## config.mk

```make
export PLATFORM = sky130hd
export DESIGN_NAME = idle_vote_barrier
export DESIGN_NICKNAME = d
export VERILOG_FILES = /design/src/rtl/idle_vote_pkg.sv /design/src/rtl/ivb_flight_counter.sv /design/src/rtl/ivb_idle_tracker.sv /design/src/rtl/ivb_release_qual.sv /design/src/rtl/idle_vote_barrier.sv
export SDC_FILE = /design/constraint.sdc
export NUM_CORES = 1
export LEC_CHECK = 0
export BUFFER_PORTS_ARGS = -buffer_cell sky130_fd_sc_hd__buf_4
export CORE_UTILIZATION = 35
export CTS_BUF_LIST = sky130_fd_sc_hd__clkbuf_4
export CTS_CLUSTER_SIZE = 8
export DETAILED_ROUTE_END_ITERATION = 10
export PLACE_DENSITY = 0.51
export SETUP_SLACK_MARGIN = 0.15
export SLEW_MARGIN = 10
export SYNTH_ARGS = -nofsm -noshare
export SYNTH_HDL_FRONTEND = slang
export SYNTH_SLANG_ARGS = --single-unit
```

## constraint.sdc

```tcl
create_clock -name clk -period 5.6 [get_ports clk]
set_input_delay 1.12 -clock clk [delete_from_list [all_inputs] [get_ports clk]]
set_output_delay 1.12 -clock clk [all_outputs]
set_load 0.01 [all_outputs]
```

## src/rtl/idle_vote_pkg.sv

```systemverilog
package idle_vote_pkg;

    // Message-network activity seen in one cycle
    typedef struct packed {
        logic sent;
        logic consumed;
    } net_ev_t;

    // Net change of the in-flight count for one cycle's activity
    function automatic logic signed [1:0] flight_delta(input net_ev_t ev);
        case ({ev.sent, ev.consumed})
            2'b10:   return 2'sd1;
            2'b01:   return -2'sd1;
            default: return 2'sd0;
        endcase
    endfunction

endpackage

```

## src/rtl/ivb_flight_counter.sv

```systemverilog
module ivb_flight_counter
    import idle_vote_pkg::*;
#(
    parameter int CNT_W = 12
) (
    input  logic    clk,
    input  logic    rst,
    input  net_ev_t ev,
    output logic    zero
);
    localparam logic signed [CNT_W-1:0] CNT_MAX = {1'b0, {(CNT_W-1){1'b1}}};
    localparam logic signed [CNT_W-1:0] CNT_MIN = {1'b1, {(CNT_W-1){1'b0}}};

    logic signed [CNT_W-1:0] count_q;

    always_ff @(posedge clk) begin
        if (rst) count_q <= '0;
        else     count_q <= count_q + CNT_W'(flight_delta(ev));
    end

    assign zero = (count_q == '0);


    balanced_stable_chk: assert property (@(posedge clk) disable iff (rst)
        (ev.sent == ev.consumed) |=> $stable(count_q));

    no_overflow_chk: assert property (@(posedge clk) disable iff (rst)
        !((ev.sent && !ev.consumed && count_q == CNT_MAX) ||
          (ev.consumed && !ev.sent && count_q == CNT_MIN)));
endmodule

```

## src/rtl/ivb_idle_tracker.sv

```systemverilog
module ivb_idle_tracker #(
    parameter int NUM_THREADS = 4,
    parameter int TID_W = 2
) (
    input  logic                   clk,
    input  logic                   rst,
    input  logic [NUM_THREADS-1:0] idle_req,
    input  logic [NUM_THREADS-1:0] idle_vote,
    input  logic                   arrive,
    input  logic [TID_W-1:0]       arrive_dst,
    input  logic                   fire,
    output logic                   all_idle,
    output logic                   vote_or,
    output logic [NUM_THREADS-1:0] wake_q
);
    logic [NUM_THREADS-1:0] idle_q;
    logic [NUM_THREADS-1:0] vote_q;

    for (genvar t = 0; t < NUM_THREADS; t++) begin : g_thread
        logic hit;
        assign hit = arrive && (arrive_dst == TID_W'(t));

        always_ff @(posedge clk) begin
            if (rst) begin
                idle_q[t] <= 1'b0;
                vote_q[t] <= 1'b0;
                wake_q[t] <= 1'b0;
            end else begin
                // Arrival wins over a request made in the same cycle
                wake_q[t] <= hit && (idle_q[t] || idle_req[t]);
                if (fire || hit) begin
                    idle_q[t] <= 1'b0;
                end else if (idle_req[t]) begin
                    idle_q[t] <= 1'b1;
                    vote_q[t] <= idle_vote[t];
                end
            end
        end
    end

    assign all_idle = &idle_q;
    assign vote_or  = |(idle_q & vote_q);


    wake_only_sleeper_chk: assert property (@(posedge clk) disable iff (rst)
        1'b1 |=> ((wake_q & ~$past(idle_q | idle_req)) == '0));

    wake_single_chk: assert property (@(posedge clk) disable iff (rst)
        $onehot0(wake_q));
endmodule

```

## src/rtl/ivb_release_qual.sv

```systemverilog
module ivb_release_qual
    import idle_vote_pkg::*;
(
    input  logic    clk,
    input  logic    rst,
    input  logic    all_idle,
    input  logic    zero,
    input  net_ev_t ev,
    input  logic    vote_or,
    output logic    fire,
    output logic    release_o,
    output logic    vote_o
);
    logic cond;
    logic cond_q;

    assign cond = all_idle && zero;
    assign fire = cond && cond_q && !ev.sent && !ev.consumed;

    always_ff @(posedge clk) begin
        if (rst) begin
            cond_q    <= 1'b0;
            release_o <= 1'b0;
            vote_o    <= 1'b0;
        end else begin
            cond_q    <= cond && !fire;
            release_o <= fire;
            if (fire) vote_o <= vote_or;
        end
    end


    release_pulse_chk: assert property (@(posedge clk) disable iff (rst)
        release_o |=> !release_o);

    release_qualified_chk: assert property (@(posedge clk) disable iff (rst)
        release_o |-> ($past(cond) && $past(cond, 2) &&
                       !$past(ev.sent) && !$past(ev.consumed)));
endmodule

```

## src/rtl/idle_vote_barrier.sv

```systemverilog
module idle_vote_barrier
    import idle_vote_pkg::*;
#(
    parameter int NUM_THREADS = 4,
    parameter int CNT_W = 12,
    parameter int TID_W = (NUM_THREADS > 1) ? $clog2(NUM_THREADS) : 1
) (
    input  logic                   clk,
    input  logic                   rst,
    input  logic [NUM_THREADS-1:0] idle_req,
    input  logic [NUM_THREADS-1:0] idle_vote,
    input  logic                   msg_sent,
    input  logic                   msg_consumed,
    input  logic [TID_W-1:0]       msg_dst,
    output logic                   release_o,
    output logic [NUM_THREADS-1:0] wake_o,
    output logic                   vote_o
);
    net_ev_t ev;
    logic    all_idle;
    logic    zero;
    logic    vote_or;
    logic    fire;

    assign ev = '{sent: msg_sent, consumed: msg_consumed};

    ivb_flight_counter #(.CNT_W(CNT_W)) u_count (
        .clk  (clk),
        .rst  (rst),
        .ev   (ev),
        .zero (zero)
    );

    ivb_idle_tracker #(.NUM_THREADS(NUM_THREADS), .TID_W(TID_W)) u_track (
        .clk        (clk),
        .rst        (rst),
        .idle_req   (idle_req),
        .idle_vote  (idle_vote),
        .arrive     (msg_consumed),
        .arrive_dst (msg_dst),
        .fire       (fire),
        .all_idle   (all_idle),
        .vote_or    (vote_or),
        .wake_q     (wake_o)
    );

    ivb_release_qual u_qual (
        .clk       (clk),
        .rst       (rst),
        .all_idle  (all_idle),
        .zero      (zero),
        .ev        (ev),
        .vote_or   (vote_or),
        .fire      (fire),
        .release_o (release_o),
        .vote_o    (vote_o)
    );


    no_wake_on_release_chk: assert property (@(posedge clk) disable iff (rst)
        release_o |-> (wake_o == '0));
endmodule

```

---- After elaboration in Yosys (flattened, before gate mapping) ----
Index checks and enable logic that the tools add are counted.
word-level totals
  register bits after elaboration ......... 27
  output and inout bits ................... 6
  input bits .............................. 14
  logic and storage cells ................. 65
operators by class
  add/subtract/negate cells ............... 1
  bitwise operators ....................... 5
  equal/unequal tests ..................... 5
  multiplexer cells ....................... 2
  reductions and logical operators ........ 36
operators by type and width
  kind                                                  count
  logical AND 1 bit                                     13
  adder 12 x 2 -> 12 bit                                1
  logical NOT 12 bit                                    1
  logical OR 1 bit                                      8
  AND reduction 2 bit                                   4
  OR reduction 2 bit                                    4
  equality test 2 bit (second input constant)           3
  bitwise AND 4 bit                                     1
  equality test 2 x 1 -> 1 bit (second input constant)  2
  NOT 1 bit                                             4
  one-hot mux 2 bit (2 select lines)                    1
  AND reduction 4 bit                                   1
  OR reduction 4 bit                                    1
  logical NOT 1 bit                                     3
  logical NOT 2 bit                                     1
  2-to-1 mux 2 bit                                      1

---- Longest topological paths before layout ----
  depth after elaboration ................. 8
  mapped depth ............................ 12

---- Modules after synthesis ----
A second synthesis with hierarchy kept.
unflattened totals
  cells, all modules ...................... 208
  area total of the unflattened synthesis .. 1780.5 um^2
by module, submodules not included
  module              seq. area each (um^2)  cells an instance  times used  area each (um^2)
  ivb_flight_counter  240.2                  145                1           1159.9
  ivb_idle_tracker    240.2                  53                 1           496.7
  ivb_release_qual    60.1                   10                 1           123.9

---- Worst setup path before layout ----
Ideal clock, no wire load.
  path type ............................... input-to-reg
  start ................................... in msg_sent
  end ..................................... reg u_count.count_q[10]
  data required time ...................... 5.479 ns
  cell stages on the path ................. 12
  setup time .............................. 0.121 ns
  path slack .............................. 2.228 ns
  arrival time ............................ 3.251 ns
  cell sequence ........................... inv_1 -> ha_1 -> buf_2 -> buf_2 -> buf_2 -> xor2_1 -> ha_1 -> nand4bb_1 -> o21ai_0 -> o21ai_0 -> a311oi_1 -> mux2_2
between the ends
  cells in the longest elaborated chain, start to end .. 4
RTL lines
  element                                                              RTL line                  source
  from (decl)                                                          idle_vote_barrier.sv:12   input logic msg_sent,
  equality test 2 x 1 -> 1 bit or equality test 2 bit (tied branches)  idle_vote_pkg.sv:11       case ({ev.sent, ev.consumed})
  one-hot mux 2 bit (2 select lines) (*)                               idle_vote_pkg.sv:11
  2-to-1 mux 2 bit (*)                                                 ivb_flight_counter.sv:17  if (rst) count_q <= '0;
  adder 12 x 2 -> 12 bit (*)                                           ivb_flight_counter.sv:18  else count_q <= count_q + CNT_W'(flight_delta(ev));
  to (signal assigned)                                                 ivb_flight_counter.sv:18
  to (decl)                                                            ivb_flight_counter.sv:14  logic signed [CNT_W-1:0] count_q;
Mark *: on every way between the ends. The rest lies on a longest branch, timed or not. The select of a mux whose other input is x is not followed.
A chain may end at the register's enable or synchronous reset.

---- Worst setup path in the final report ----
Same ends and word-level chain as after synthesis.

==> tab_implementation.tex <==
\begin{tabular}{lr}
\hline
Metric & Value \\
\hline
\multicolumn{2}{l}{\textbf{Critical path}} \\
\quad CP top delay family & adder cells \\
\quad Critical Path, Cell by Cell & buf\_4 > inv\_1 > ha\_1 > xor2\_1 > ha\_1 > nand4bb\_1 > o21ai\_0 > o21ai\_0 > a311oi\_1 > mux2\_2 \\
\quad Endpoint class of the critical path & flop \\
\quad CP required & 5.84 ns \\
\quad Worst setup path class & primary input to flop \\
\quad Sort of element at the start of the critical path & primary input \\
\quad Slowest Stage Delay on Critical Path & 0.83 ns \\
\quad Max FO, Critical Path & 28 \\
\quad Critical Path Slowest Stage Cell & ha\_1 \\
\quad WP buf/inv & 2 \\
\quad Data arrival, critical path & 3.77 ns \\
\multicolumn{2}{l}{\textbf{Final layout}} \\
\quad Non-filler instance count after layout & 262 \\
\quad Share of layout cells above drive strength 1 & 17.6\% \\
\quad Count of antenna diodes in the layout & 0 \\
\quad Area used by sequential logic in the layout & 541 sq um \\
\quad P\&R area growth vs syn & 9.05\% \\
\quad Util after Layout & 40.8\% \\
\quad Number of filler instances in the final layout & 476 \\
\quad Final \#Nets & 229 \\
\quad Total area of multi-input combinational cells & 1050 sq um \\
\multicolumn{2}{l}{\textbf{Yosys}} \\
\quad Net count after synthesis & 219 \\
\quad Cells after synthesis & 201 \\
\quad Number of warnings issued by yosys & 0 \\
\quad Post-synth EDFFs & 0 \\
\quad Register bit count reported by yosys & 27 \\
\quad Count of different cell masters after synthesis & 54 \\
\quad Mean post-synth cell area & 8.39 sq um \\
\quad Cell area after technology mapping & 1690 sq um \\
\quad Sequential area share after synthesis & 32.0\% \\
\quad Share of synthesized flip-flops with an asynchronous set or reset & 0\% \\
\quad Leading register cell type out of synthesis & dfxtp\_1 \\
\multicolumn{2}{l}{\textbf{Pwr}} \\
\quad PD cells & 260 nW/um\^{}2 \\
\quad Switching part of the total & 33.9\% \\
\quad Net switching power of the design & 162 uW \\
\quad Internal power & 317 uW \\
\quad Leakage & 0.734 nW \\
\quad Relative contribution of combinational cells to total power & 28.6\% \\
\quad Max VDD drop & 125 uV \\
\quad Clock group share of total power & 18.9\% \\
\quad Sequential fraction of design power & 52.5\% \\
\multicolumn{2}{l}{\textbf{Global route}} \\
\quad Largest net degree at the start of global routing & 36 \\
\quad Vias in the first global route & 1,281 \\
\quad Global-route wire length before repair & 6.11 mm \\
\quad GRT Util Overall & 14.9\% \\
\quad Gr ovfl total & 0 \\
\quad Number of antenna violations at the first check in global routing & 0 \\
\multicolumn{2}{l}{\textbf{Min path}} \\
\quad Class of the worst hold path & flop to flop \\
\multicolumn{2}{l}{\textbf{Clock tree}} \\
\quad Clock buffer count from CTS & 3 \\
\quad Post-CTS resize count & 0 \\
\quad Setup fix buffers added after clock tree synthesis & 0 \\
\quad Number of buffers between clock root and the deepest sink & 2 \\
\quad H-tree depth & 1 \\
\quad Post-CTS Hold Fix Bufs & 0 \\
\quad Latest clock arrival within the worst-skew pair & 0.33 ns \\
\quad Number of clock sinks & 27 \\
\quad TritonCTS clock tree & yes \\
\quad Clock-pin slew of the registers on the worst-case setup and hold paths & 0.15 ns \\
\quad CTS root buffer & clkbuf\_4 \\
\multicolumn{2}{l}{\textbf{Placed design}} \\
\quad HPWL Detailed & 2.57 mm \\
\quad Number of port buffers & 19 \\
\quad Final weighted congestion in routability-driven placement & 0.791 \\
\quad Number of cells after detailed placement & 258 \\
\multicolumn{2}{l}{\textbf{Die}} \\
\quad Site Rows & 24 \\
\quad Die outline width & 71.4 microns \\
\quad Initial standard-cell utilization of the core & 37.4\% \\
\quad Vert. Die Dim & 71.4 microns \\
\quad Core area & 4500 sq um \\
\quad Floorplan die area & 5100 sq um \\
\quad Top-level port count & 20 \\
\multicolumn{2}{l}{\textbf{Timing}} \\
\quad Final setup fails & 0 \\
\quad Number of slew-limit violations in the final report & 0 \\
\quad Relative slew margins & 32.2\% \\
\quad Final critical-path required period & 3.53 ns \\
\quad Worst-margin pin slew & 1.02 ns \\
\quad Total Negative Setup Slacks & 0 ns \\
\quad Layout Skew & 0.0145 ns \\
\quad Max frequency & 284 MHz \\
\quad Ratio of final minimum period to clock period & 63.0\% \\
\quad Number of endpoints with negative hold slack in the final report & 0 \\
\quad RSZ-0062 raised after global routing & no \\
\quad Worst-case hold slack & 0.480 ns \\
\multicolumn{2}{l}{\textbf{Run}} \\
\quad Max-cap check violation count & 0 \\
\multicolumn{2}{l}{\textbf{Route}} \\
\quad Router iterations before antenna repair & 4 \\
\quad Number of vias per cell after detailed routing & 5.46 \\
\quad Detail-routed net length per standard cell & 13.5 microns \\
\quad Sum of routed wire length over all layers & 3.54 mm \\
\quad Antenna-violating nets left & 0 \\
\quad Initial DRC Count & 149 \\
\quad Number of vias in the routed layout & 1,430 \\
\quad Drt drc & 0 \\
\multicolumn{2}{l}{\textbf{Run status}} \\
\quad Run status & complete, no violations \\
\hline
\end{tabular}
tightest hold or removal path: cells and delay by family (launching register included):
kind,cells,cell delay (ns)
AO/OA/AOI/OAI,1,0.05
AND/OR/NAND/NOR,1,0.07
flip-flops,1,0.34
state kept, by name, indices dropped and copies added, names as in the netlist:
signal,count
u_count.count_q,12
u_qual.cond_q,1
u_qual.release_o,1
u_qual.vote_o,1
u_track.idle_q,4
u_track.vote_q,4
u_track.wake_q,4
kinds of logic (layout without fill, tap and decap cells):
kind of cell / count (synthesis) / count (layout) / synth area share [%]
compound gates: 45 / 45 / 18.1
buf+inv: 17 / 26 / 5.71
xor+xnor: 9 / 9 / 4.67
fa+ha+maj: 4 / 4 / 2.97
simple gates: 89 / 89 / 30.3
mux: 10 / 10 / 6.23
flops: 27 / 27 / 32.0
final timing paths:
path / to / from / depth (start not counted) / slack, ns
min: u_qual.vote_o / u_qual.vote_o / 2 / 0.48
min reg2reg: u_qual.vote_o / u_qual.vote_o / 2 / 0.48
max: u_count.count_q[10] / msg_sent / 10 / 2.07
max reg2reg: u_count.count_q[10] / u_count.count_q[1] / 7 / 3.42
final cells by class:
class | instances | area share, %
repair buffers | 19 | 7.76
flip-flops and latches | 27 | 29.4
inverters | 3 | 0.612
well taps | 52 | 3.54
multi-input cells | 157 | 57.1
clock buffers | 4 | 1.63
power groups by stage:
stage / Sequential [mW] / Clock (mW) / Combinational [mW]
2_1_floorplan: 0.233 / 0 / 0.129
3_3_place_gp: 0.254 / 0 / 0.136
3_5_place_dp: 0.255 / 0 / 0.137
4_1_cts: 0.251 / 0.0967 / 0.139
5_1_grt: 0.257 / 0.104 / 0.155
6_report: 0.251 / 0.0904 / 0.137
layer usage:
layer / GRT usage (%) / routed length (microns)
met1: 21.5 / 1800
met2: 23.2 / 1640
met3: 2.95 / 74
met4: 2.67 / 21
met5: 0 / 0
cells in the mapped netlist, types with 2 or more instances:
cell | n | area share [%]
a211o_1 | 2 | 1.0
a21oi_1 | 7 | 2.1
a22oi_1 | 3 | 1.3
a31oi_1 | 4 | 1.5
and2_1 | 2 | 0.74
buf_2 | 5 | 1.5
buf_6 | 3 | 2.0
clkbuf_1 | 5 | 1.1
dfxtp_1 | 27 | 32
ha_1 | 4 | 3.0
inv_1 | 3 | 0.67
mux2_2 | 4 | 2.7
mux2i_1 | 6 | 3.6
nand2_1 | 14 | 3.1
nand2b_1 | 10 | 3.7
nand3_1 | 3 | 0.89
nand3b_1 | 2 | 0.89
nand4_1 | 2 | 0.74
nor2_1 | 21 | 4.7
nor2b_1 | 11 | 4.1
nor3_1 | 6 | 1.8
nor3b_1 | 3 | 1.3
nor4_1 | 2 | 0.74
o211ai_1 | 2 | 0.89
o21ai_0 | 11 | 3.3
o21bai_1 | 4 | 1.8
xnor2_1 | 5 | 2.6
xor2_1 | 4 | 2.1
per-stage QoR:
stage | cell area [sq um] | total power [mW] | worst slack, ns
floorplan | 1690 | 0.362 | 2.23
global placement | 1810 | 0.391 | 1.85
detailed placement | 1810 | 0.392 | 1.73
CTS | 1840 | 0.486 | 2.10
global route | 1840 | 0.515 | 1.85
finish | 1840 | 0.479 | 2.07
cell usage in the layout (no fill, tap or decap), drive strengths merged, types with 4 or more instances in the layout:
master	netlist	layout
nand3	4	4
mux2	4	4
o21ai	11	11
nor2	21	21
a21oi	8	8
ha	4	4
nor3	7	7
xor2	4	4
nand2b	10	10
dfxtp	27	27
nor2b	11	11
mux2i	6	6
buf	9	19
xnor2	5	5
a31oi	4	4
clkbuf	5	4
nand2	14	14
o21bai	4	4
No activity file was read; power rests on OpenSTA's default activity.
